## src/rtl/sd_cmd_pkg.sv

```systemverilog
package sd_cmd_pkg;
  localparam int FRAME_BITS = 48;
  localparam int LONG_BITS  = 136;

  localparam logic [2:0] A_ARG  = 3'd0;
  localparam logic [2:0] A_CMD  = 3'd1;
  localparam logic [2:0] A_STAT = 3'd2;
  localparam logic [2:0] A_CTRL = 3'd3;

  localparam int B_DIR    = 4;
  localparam int B_CRCCHK = 19;
  localparam int B_IDXCHK = 20;
  localparam int B_DP     = 21;

  typedef enum logic [1:0] {
    RSP_NONE  = 2'b00,
    RSP_LONG  = 2'b01,
    RSP_SHORT = 2'b10,
    RSP_BUSY  = 2'b11
  } rsp_e;

  typedef enum logic [2:0] {
    S_IDLE, S_INIT, S_TX, S_WAIT, S_RX, S_CHK, S_BUSY
  } state_e;

  typedef struct packed {
    logic accept;
    logic shiftTx;
    logic shiftRx;
    logic evalRsp;
    logic setDone;
    logic setTimeout;
  } strobe_t;

  // CRC7 (x^7+x^3+1) over the low nBits of d, MSB first
  function automatic logic [6:0] crc7(input logic [119:0] d, input int nBits);
    logic [6:0] c;
    logic fb;
    c = '0;
    for (int i = 119; i >= 0; i--) begin
      if (i < nBits) begin
        fb = d[i] ^ c[6];
        c  = {c[5:0], 1'b0};
        if (fb) c = c ^ 7'h09;
      end
    end
    return c;
  endfunction
endpackage

```

## src/rtl/sd_cmd_ctrl.sv

```systemverilog
module sd_cmd_ctrl
  import sd_cmd_pkg::*;
#(
  parameter int TIMEOUT_CYC = 64,
  parameter int INIT_LEN    = 80
) (
  input  logic    clk,
  input  logic    rstN,
  input  logic    cmdWr,
  input  logic    initMode,
  input  logic    cmdIn,
  input  logic    dat0In,
  input  rsp_e    rspType,
  output strobe_t stb,
  output logic    cmdOe,
  output logic    cmdBusy,
  output logic    dataBusy
);
  localparam int MAX_A  = (INIT_LEN > LONG_BITS) ? INIT_LEN : LONG_BITS;
  localparam int MAX_C  = (TIMEOUT_CYC > MAX_A) ? TIMEOUT_CYC : MAX_A;
  localparam int CNT_W  = $clog2(MAX_C + 1);

  state_e st, stNext;
  logic [CNT_W-1:0] cnt, cntNext;

  always_ff @(posedge clk) begin
    if (!rstN) begin
      st  <= S_IDLE;
      cnt <= '0;
    end else begin
      st  <= stNext;
      cnt <= cntNext;
    end
  end

  always_comb begin
    stb     = '0;
    stNext  = st;
    cntNext = cnt;
    case (st)
      S_IDLE: if (cmdWr) begin
        stb.accept = 1'b1;
        if (initMode) begin
          stNext  = S_INIT;
          cntNext = CNT_W'(INIT_LEN - 1);
        end else begin
          stNext  = S_TX;
          cntNext = CNT_W'(FRAME_BITS - 1);
        end
      end
      S_INIT: begin
        stb.shiftTx = 1'b1;
        if (cnt == '0) begin
          stb.setDone = 1'b1;
          stNext      = S_IDLE;
        end else cntNext = cnt - 1'b1;
      end
      S_TX: begin
        stb.shiftTx = 1'b1;
        if (cnt != '0) cntNext = cnt - 1'b1;
        else if (rspType == RSP_NONE) begin
          stb.setDone = 1'b1;
          stNext      = S_IDLE;
        end else begin
          stNext  = S_WAIT;
          cntNext = '0;
        end
      end
      S_WAIT: begin
        if (!cmdIn) begin
          stb.shiftRx = 1'b1;
          stNext      = S_RX;
          cntNext     = (rspType == RSP_LONG) ? CNT_W'(LONG_BITS - 2)
                                              : CNT_W'(FRAME_BITS - 2);
        end else if (cnt == CNT_W'(TIMEOUT_CYC - 1)) begin
          stb.setTimeout = 1'b1;
          stNext         = S_IDLE;
        end else cntNext = cnt + 1'b1;
      end
      S_RX: begin
        stb.shiftRx = 1'b1;
        if (cnt == '0) stNext = S_CHK;
        else cntNext = cnt - 1'b1;
      end
      S_CHK: begin
        stb.evalRsp = 1'b1;
        if (rspType == RSP_BUSY) stNext = S_BUSY;
        else begin
          stb.setDone = 1'b1;
          stNext      = S_IDLE;
        end
      end
      S_BUSY: if (dat0In) begin
        stb.setDone = 1'b1;
        stNext      = S_IDLE;
      end
      default: stNext = S_IDLE;
    endcase
  end

  assign cmdOe    = (st == S_TX) || (st == S_INIT);
  assign cmdBusy  = (st != S_IDLE);
  assign dataBusy = (st == S_BUSY);
endmodule

```

## src/rtl/sd_cmd_dp.sv

```systemverilog
module sd_cmd_dp
  import sd_cmd_pkg::*;
(
  input  logic        clk,
  input  logic        rstN,
  input  logic        wrEn,
  input  logic [2:0]  wrAddr,
  input  logic [31:0] wrData,
  input  logic [2:0]  rdAddr,
  output logic [31:0] rdData,
  input  strobe_t     stb,
  input  logic        cmdBusy,
  input  logic        dataBusy,
  input  logic        cmdIn,
  output logic        cmdOut,
  output logic        initMode,
  output rsp_e        rspType,
  output logic        xferGo,
  output logic        xferRead
);
  logic [31:0] argReg, cmdReg;
  logic [FRAME_BITS-1:0] txSh, txFrame;
  logic [127:0] rx, rsp;
  logic done, toErr, crcErr, endErr, idxErr;
  logic isLong, crcBad, idxBad, endBad, statWr;
  logic [6:0] txCrc, rxCrc;

  assign txCrc   = crc7({80'b0, 2'b01, wrData[29:24], argReg}, 40);
  assign txFrame = {2'b01, wrData[29:24], argReg, txCrc, 1'b1};

  assign rspType = rsp_e'(cmdReg[17:16]);
  assign isLong  = (rspType == RSP_LONG);
  assign rxCrc   = isLong ? crc7(rx[127:8], 120) : crc7({80'b0, rx[47:8]}, 40);
  assign crcBad  = (rxCrc != rx[7:1]);
  assign idxBad  = !isLong && (rx[45:40] != cmdReg[29:24]);
  assign endBad  = !rx[0];
  assign statWr  = wrEn && (wrAddr == A_STAT);

  always_ff @(posedge clk) begin
    if (!rstN) begin
      argReg   <= '0;
      cmdReg   <= '0;
      initMode <= 1'b0;
      txSh     <= '1;
      rx       <= '0;
      rsp      <= '0;
      done     <= 1'b0;
      toErr    <= 1'b0;
      crcErr   <= 1'b0;
      endErr   <= 1'b0;
      idxErr   <= 1'b0;
      xferGo   <= 1'b0;
      xferRead <= 1'b0;
    end else begin
      if (wrEn && wrAddr == A_ARG)  argReg   <= wrData;
      if (wrEn && wrAddr == A_CTRL) initMode <= wrData[0];
      if (stb.accept) begin
        cmdReg <= wrData;
        txSh   <= initMode ? '1 : txFrame;
      end else if (stb.shiftTx) begin
        txSh <= {txSh[FRAME_BITS-2:0], 1'b1};
      end
      if (stb.shiftRx) rx <= {rx[126:0], cmdIn};
      if (stb.evalRsp) rsp <= isLong ? rx : {96'b0, rx[39:8]};

      done   <= stb.setDone | (done & ~(statWr & wrData[0]));
      toErr  <= stb.setTimeout | (toErr & ~(statWr & wrData[16]));
      crcErr <= (stb.evalRsp & cmdReg[B_CRCCHK] & crcBad) | (crcErr & ~(statWr & wrData[17]));
      endErr <= (stb.evalRsp & endBad) | (endErr & ~(statWr & wrData[18]));
      idxErr <= (stb.evalRsp & cmdReg[B_IDXCHK] & idxBad) | (idxErr & ~(statWr & wrData[19]));

      xferGo <= stb.setDone & cmdReg[B_DP];
      if (stb.setDone) xferRead <= cmdReg[B_DIR];
    end
  end

  assign cmdOut = txSh[FRAME_BITS-1];

  always_comb begin
    case (rdAddr)
      A_ARG:   rdData = argReg;
      A_CMD:   rdData = cmdReg;
      A_STAT:  rdData = {12'b0, idxErr, endErr, crcErr, toErr,
                         (idxErr | endErr | crcErr | toErr), 14'b0, done};
      A_CTRL:  rdData = {22'b0, dataBusy, cmdBusy, 7'b0, initMode};
      default: rdData = rsp[{rdAddr[1:0], 5'b0} +: 32];
    endcase
  end
endmodule

```

## src/rtl/sd_cmd_seq.sv

```systemverilog
module sd_cmd_seq
  import sd_cmd_pkg::*;
#(
  parameter int TIMEOUT_CYC = 64,
  parameter int INIT_LEN    = 80
) (
  input  logic        clk,
  input  logic        rstN,
  input  logic        wrEn,
  input  logic [2:0]  wrAddr,
  input  logic [31:0] wrData,
  input  logic [2:0]  rdAddr,
  output logic [31:0] rdData,
  output logic        cmdOut,
  output logic        cmdOe,
  input  logic        cmdIn,
  input  logic        dat0In,
  output logic        xferGo,
  output logic        xferRead
);
  strobe_t stb;
  rsp_e    rspType;
  logic    initMode, cmdBusy, dataBusy, cmdWr;

  assign cmdWr = wrEn && (wrAddr == A_CMD);

  sd_cmd_ctrl #(.TIMEOUT_CYC(TIMEOUT_CYC), .INIT_LEN(INIT_LEN)) uCtrl (
    .clk(clk), .rstN(rstN), .cmdWr(cmdWr), .initMode(initMode),
    .cmdIn(cmdIn), .dat0In(dat0In), .rspType(rspType), .stb(stb),
    .cmdOe(cmdOe), .cmdBusy(cmdBusy), .dataBusy(dataBusy)
  );

  sd_cmd_dp uDp (
    .clk(clk), .rstN(rstN), .wrEn(wrEn), .wrAddr(wrAddr), .wrData(wrData),
    .rdAddr(rdAddr), .rdData(rdData), .stb(stb), .cmdBusy(cmdBusy),
    .dataBusy(dataBusy), .cmdIn(cmdIn), .cmdOut(cmdOut), .initMode(initMode),
    .rspType(rspType), .xferGo(xferGo), .xferRead(xferRead)
  );
endmodule

```

## config.mk

```make
export PLATFORM = sky130hd
export DESIGN_NAME = sd_cmd_seq
export DESIGN_NICKNAME = d
export VERILOG_FILES = /design/src/rtl/sd_cmd_pkg.sv /design/src/rtl/sd_cmd_ctrl.sv /design/src/rtl/sd_cmd_dp.sv /design/src/rtl/sd_cmd_seq.sv
export SDC_FILE = /design/constraint.sdc
export NUM_CORES = 1
export LEC_CHECK = 0
export ABC_CLOCK_PERIOD_IN_PS = 9280
export BUFFER_PORTS_ARGS = -buffer_cell sky130_fd_sc_hd__buf_2
export CAP_MARGIN = 20
export CORE_MARGIN = 4
export CORE_UTILIZATION = 30
export DETAILED_ROUTE_END_ITERATION = 16
export SLEW_MARGIN = 15
export SYNTH_ARGS = -nofsm -noshare
export SYNTH_HDL_FRONTEND = slang
export SYNTH_SLANG_ARGS = --single-unit
export TNS_END_PERCENT = 5
```

## constraint.sdc

```tcl
create_clock -name clk -period 9.28 [get_ports clk]
set_input_delay 1.392 -clock clk [delete_from_list [all_inputs] [get_ports clk]]
set_output_delay 1.392 -clock clk [all_outputs]
set_load 0.05 [all_outputs]
```

# --- Word level (Yosys, flattened, before mapping) ---
# Cells that the tools add are included.
classes:
  shift: 1
  n_eq_ne: 26
  add_sub_neg: 2
  n_reduce_logical: 21
  bitwise_logic: 419
  mux: 239
op_table:
  columns: ["operator", "count"]
  rows:
  - ["$mux 4", 198]
  - ["$not 2->2", 195]
  - ["$xor 1x1->1", 186]
  - ["$mux 48", 3]
  - ["$mux 128", 1]
  - ["$pmux 32 s4", 1]
  - ["$shiftx 128x8->32", 1]
  - ["$mux 8", 7]
  - ["$pmux 8 s4", 1]
  - ["$mux 3", 8]
  - ["$pmux 3 s7", 1]
  - ["$eq 3x2->1 const B", 6]
  - ["$and 1x1->1", 16]
  - ["$mux 7", 2]
  - ["$mux 1", 13]
  - ["$eq 3x1->1 const B", 3]
  - ["$eq 3x3->1 const B", 3]
  - ["$logic_not 3->1", 3]
  - ["$xor 1x1->1 const B", 9]
  - ["$add 8x1->8 const B", 1]
  - ["$eq 8x6->1 const B", 1]
  - ["$logic_not 8->1", 1]
  - ["$ne 2x2->1 const B", 4]
  - ["$or 1x1->1", 8]
  - ["other kinds (23)", 36]
totals:
  output_inout_bits: 36
  in_bits: 43
  reg_bits: 387

# --- Logic depth before layout (Yosys ltp) ---
logic_depth:
  word_depth: 243
  ltp_mapped: 15
  mapped_depth_nobuf: 14

# --- By module ---
# A second synthesis with hierarchy kept.
unflattened:
  hier_cells: 2273
  area_unflattened_um2: 22290.1
by_module_without_submodules:
  columns: ["mod", "instances", "area_each_um2", "seq_area_each_um2", "cells_each"]
  rows:
  - ["sd_cmd_dp", 1, 21043.9, 7507.2, 2110]
  - ["sd_cmd_ctrl", 1, 1233.7, 220.2, 162]
  - ["sd_cmd_seq", 1, 12.5, 0.0, 1]

# --- Worst setup path before layout ---
# No wires, ideal clock.
synth_path:
  kind: "in2out"
  startpoint: "in rdAddr[0]"
  endpoint: "out rdData[15]"
  arrival_time_ns: 4.083
  setup_slack_ns: 3.805
  cell_stages: 6
  cell_sequence: "clkbuf_1 buf_1 buf_1 clkbuf_1 a31oi_1 o21ai_0"
synth_between:
  elab_chain_cells: 2
  elab_cells_between_ends: 6
  classes_between: "3 x eq/ne; 1 x shift; 1 x mux; 1 x reduce/logical"
synth_rtl:
  columns: ["item", "line_no", "rtl"]
  rows:
  - ["start: declaration", "sd_cmd_seq.sv:12", "input logic [2:0] rdAddr,"]
  - ["$shiftx 128x8->32 (tied with other cells)", "sd_cmd_dp.sv:86", "default: rdData = rsp[{rdAddr[1:0], 5'b0} +: 32];"]
  - ["$pmux 32 s4 (*)", "sd_cmd_dp.sv:80", "case (rdAddr)"]
  - ["end: declaration", "sd_cmd_seq.sv:13", "output logic [31:0] rdData,"]
# Every way passes the cells marked *; elsewhere a longest branch is shown, timed or not.

# --- Final worst setup path ---
layout_path:
  startpoint: "reg uDp.rx[125]"
  endpoint: "reg uDp.crcErr"
layout_between:
  elab_chain_cells: 106
  elab_cells_between_ends: 337
  classes_between: "1 x eq/ne; 119 x mux; 217 x bitwise"
layout_rtl:
  columns: ["item", "line_no", "rtl"]
  rows:
  - ["start: declaration", "sd_cmd_dp.sv:23", "logic [127:0] rx, rsp;"]
  - ["start signal: assignment", "sd_cmd_dp.sv:63", "if (stb.shiftRx) rx <= {rx[126:0], cmdIn};"]
  - ["$xor 1x1->1 (*)", "sd_cmd_pkg.sv:42", "fb = d[i] ^ c[6];"]
  - ["$mux 4 (*)", "sd_cmd_pkg.sv:44", "if (fb) c = c ^ 7'h09;"]
  - ["$mux 4 (2 in a row)", "sd_cmd_pkg.sv:44", null]
  - ["$not 2->2 (no source line)", null, null]
  - ["$mux 4", "sd_cmd_pkg.sv:44", null]
  - ["$xor 1x1->1", "sd_cmd_pkg.sv:42", null]
  - ["$mux 4 (3 in a row)", "sd_cmd_pkg.sv:44", null]
  - ["$not 2->2 (no source line)", null, null]
  - ["[85 not listed]", null, null]
  - ["$xor 1x1->1", "sd_cmd_pkg.sv:42", null]
  - ["$mux 4 (3 in a row)", "sd_cmd_pkg.sv:44", null]
  - ["$not 2->2 (no source line)", null, null]
  - ["$mux 4", "sd_cmd_pkg.sv:44", null]
  - ["$mux 7 (*)", "sd_cmd_dp.sv:33", "assign rxCrc = isLong ? crc7(rx[127:8], 120) : crc7({80'b0, rx[47:8]}, 40);"]
  - ["$ne 7x7->1 (*)", "sd_cmd_dp.sv:34", "assign crcBad = (rxCrc != rx[7:1]);"]
  - ["$and 1x1->1 (*)", "sd_cmd_dp.sv:68", "crcErr <= (stb.evalRsp & cmdReg[B_CRCCHK] & crcBad) | (crcErr & ~(statWr & wrData[17]));"]
  - ["$or 1x1->1 (*)", "sd_cmd_dp.sv:68", null]
  - ["end signal: assignment", "sd_cmd_dp.sv:68", null]
  - ["end: declaration", "sd_cmd_dp.sv:24", "logic done, toErr, crcErr, endErr, idxErr;"]
# Marked as above.
# A chain may end at the register's enable or synchronous reset.

==> flow_summary.toml <==
[routing]
drt_iter0_markers = 1554
routed_wirelength_um = 66600
via_per_inst = 5.05
wl_per_cell_um = 19.2
via_count = 17500
drc = 0
antenna_left = 0
firstDrtPassIters = 7

[die]
core_area_um2 = 71900
die-height_um = 278
num_rows = 98
start_util_pct = 30.5
io_pins = 79
die_area_um2 = 77300
die_w_um = 278

[worst_setup_path]
critPathKind = "register to register"
rr_worst_depth = 14
cp_slowest_cell = "xnor3_1"
setup.worst_path.start = "uDp.rx[125]$_SDFFE_PN0P_"
critPathMostFrequentCell = "xnor3_1"
end_kind = "register"
max_stage_delay_ps = 610
cp_max_fo = 7
r2r_start = "uDp.rx[125]$_SDFFE_PN0P_"
crit_chain = "xor2_1, xnor2_1, xnor3_1, xnor2_1, xnor3_1, xnor3_1, xor2_1, xor2_2, xnor3_1, xnor2_1, xnor3_1, a211o_1, a21oi_1, a41oi_1"
cp_data_arrival_time_ps = 6060
startpoint_type = "register"
worstPathRequired_ps = 9710

[sta]
hold_viol = 0
rsz0062_at_grt = "no"
post-route-period-util_pct = 60.6
setup_violations = 0
tightest_slew_ps = 1050
period_minus_slack_ps = 5630
finalMaxSlewViolations = 0
skew_ps = 15.2
hold_ws_ps = 460
setup_tns_ps = 0
slew_headroom_pct = 29.8
max_freq_ghz = 0.178

[final_layout]
area_growth_pct = 11.5
fin_util_pct = 34.0
final_area_um2 = 24400
nFillCells = 7507
insertedDiodeCount = 0
nets = 2522
drive_above_1_share_pct = 9.79

[clock_network]
h-tree-depth = 2
holdBufCountCts = 0
clk_pin_slew_ps = 60
cts_setup_buffers = 0
cts_tree = "yes"
root_buffer = "clkbuf_16"
numCtsBuffers = 43
cts_sinks = 386
clock_path_buffers = 3
clock_latency_ps = 590
cts_resized = 0

[logic_synthesis]
syn_area_per_cell_um2 = 8.62
synth.area.top_cells = "dfxtp_1 35%, nand2_1 12%, xnor2_1 8.9%"
synth_cells = 2539
ys_ff_latch = 386
synth.top_cell.area_share_pct = 35.3
yosysMostFrequentCell = "nand2_1"
netlist_area_um2 = 21900
synth_area_leader_cell = "dfxtp_1"
synth-edff-count = 0
syn-num-nets = 2584
async_flop_share_pct = 0
synth-seq-area-share_pct = 35.3
synthFlopType = "dfxtp_1"
synth_cell_type_count = 55
yosys-top-cells-count = "689 x nand2_1, 386 x dfxtp_1, 258 x a21boi_0, 223 x xnor2_1, 187 x clkbuf_1"
yosys_warnings = 0

[hold_path]
holdPathStages = 2
worstHoldStart = "uDp.rsp[68]$_SDFFE_PN0P_"
hold_path_class = "register to register"

[place]
io_buffers = 78
gp_congestion = 0.888
placed_cell_area_um2 = 22900
dpl.hpwl_um = 45300

[global_routing]
overflow = 0
grt_pass1_wl_um = 103000
antenna_found_initial = 2
grt_pass1_vias = 16500
grt_usage_pct = 16.7
grt_max_degree = 121

[pwr]
power_density_nw_per_um2 = 182
p_leak_nw = 9.55
total_power_mw = 4.44
ir_worst_vdd_mv = 0.169

[outcome]
status = "finished clean"

[job]
max_cap_violations = 0
power by group:
group / switching, mW / total (mW) / internal, mW / leakage [nW]
clock network: 0.739 / 1.81 / 1.07 / 0.746
logic: 0.473 / 0.782 / 0.309 / 5.68
registers: 0.0792 / 1.85 / 1.77 / 3.12
total: 1.29 / 4.44 / 3.15 / 9.55
routing by layer:
metal / vias to the layer above / GRT usage [%] / wire [um] / part of all wire, %
met2: 479 / 26.1 / 29600 / 44
met5: - / 0 / 0 / 0
met4: 0 / 4.04 / 1660 / 2.5
met1: 8493 / 24.0 / 31200 / 47
met3: 99 / 2.92 / 4120 / 6.2
li1: 8414 / - / - / -
registers in the layout (all words and copies together), names as in the netlist:
| signal | flops |
|---|---|
| uCtrl.cnt | 8 |
| uCtrl.st | 3 |
| uDp.argReg | 32 |
| uDp.cmdReg | 32 |
| uDp.crcErr | 1 |
| uDp.done | 1 |
| uDp.endErr | 1 |
| uDp.idxErr | 1 |
| uDp.initMode | 1 |
| uDp.rsp | 128 |
| uDp.rx | 128 |
| uDp.toErr | 1 |
| uDp.txSh | 47 |
| uDp.xferGo | 1 |
| uDp.xferRead | 1 |
stage by stage:
| stage | std cells | setup WS, ps |
|---|---|---|
| 3_5_place_dp | 3382 | 3740 |
| 3_3_place_gp | 3382 | 3740 |
| 6_report | 3462 | 3650 |
| 4_1_cts | 3462 | 3690 |
| 5_1_grt | 3462 | 3380 |
| 2_1_floorplan | 2539 | 3800 |
kinds of logic after synthesis:
logic type / count (synthesis) / share of synthesized area, %
and+or+nand+nor: 992 / 19.0
AOI/OAI and AO/OA: 471 / 15.1
xor gates and xnor gates: 397 / 21.6
DFF: 386 / 35.3
buffers and inverters: 222 / 3.84
muxes: 69 / 5.08
adders and majority gates: 2 / 0.114
critical path: cells and delay by family, from the launching register on:
kind / cells / cell delay [ps]
xor gates and xnor gates: 11 / 4360
AOI/OAI and AO/OA: 3 / 590
DFF: 1 / 520
cell usage in the layout (no fill, tap or decap), types with 9 or more instances in the layout:
master,instances
nor3_1,48
nor2b_1,9
clkinv_2,11
inv_1,12
a21oi_1,59
and3_1,46
mux4_2,33
xor2_1,84
nor2_1,44
o211a_1,32
xnor3_1,60
nand3_1,132
dfxtp_1,385
buf_2,76
o21ai_0,78
clkbuf_16,44
buf_4,25
mux2i_1,30
xor3_1,12
xnor2_1,223
a21boi_0,258
nand2_1,688
clkbuf_8,12
path summary, 6_finish.rpt:
path	endpoint	slack (ps)
max reg2reg	uDp.crcErr$_SDFF_PN0_	3650
min	uDp.rsp[68]$_SDFFE_PN0P_	460
min reg2reg	uDp.rsp[68]$_SDFFE_PN0P_	460
max	uDp.crcErr$_SDFF_PN0_	3650
layout make-up:
cell class                 instances  area [um2]  share of cell area [%]
multi-input combinational       1931       13400                    54.7
sequential                       386        7730                    31.7
clock inverter                    21         233                   0.953
clock buffer                      59        1270                    5.19
inverter                          13        48.8                   0.200
timing repair buffer             102         582                    2.38
tap                              950        1190                    4.87
Note: power is estimated with default switching activity, not from simulation.
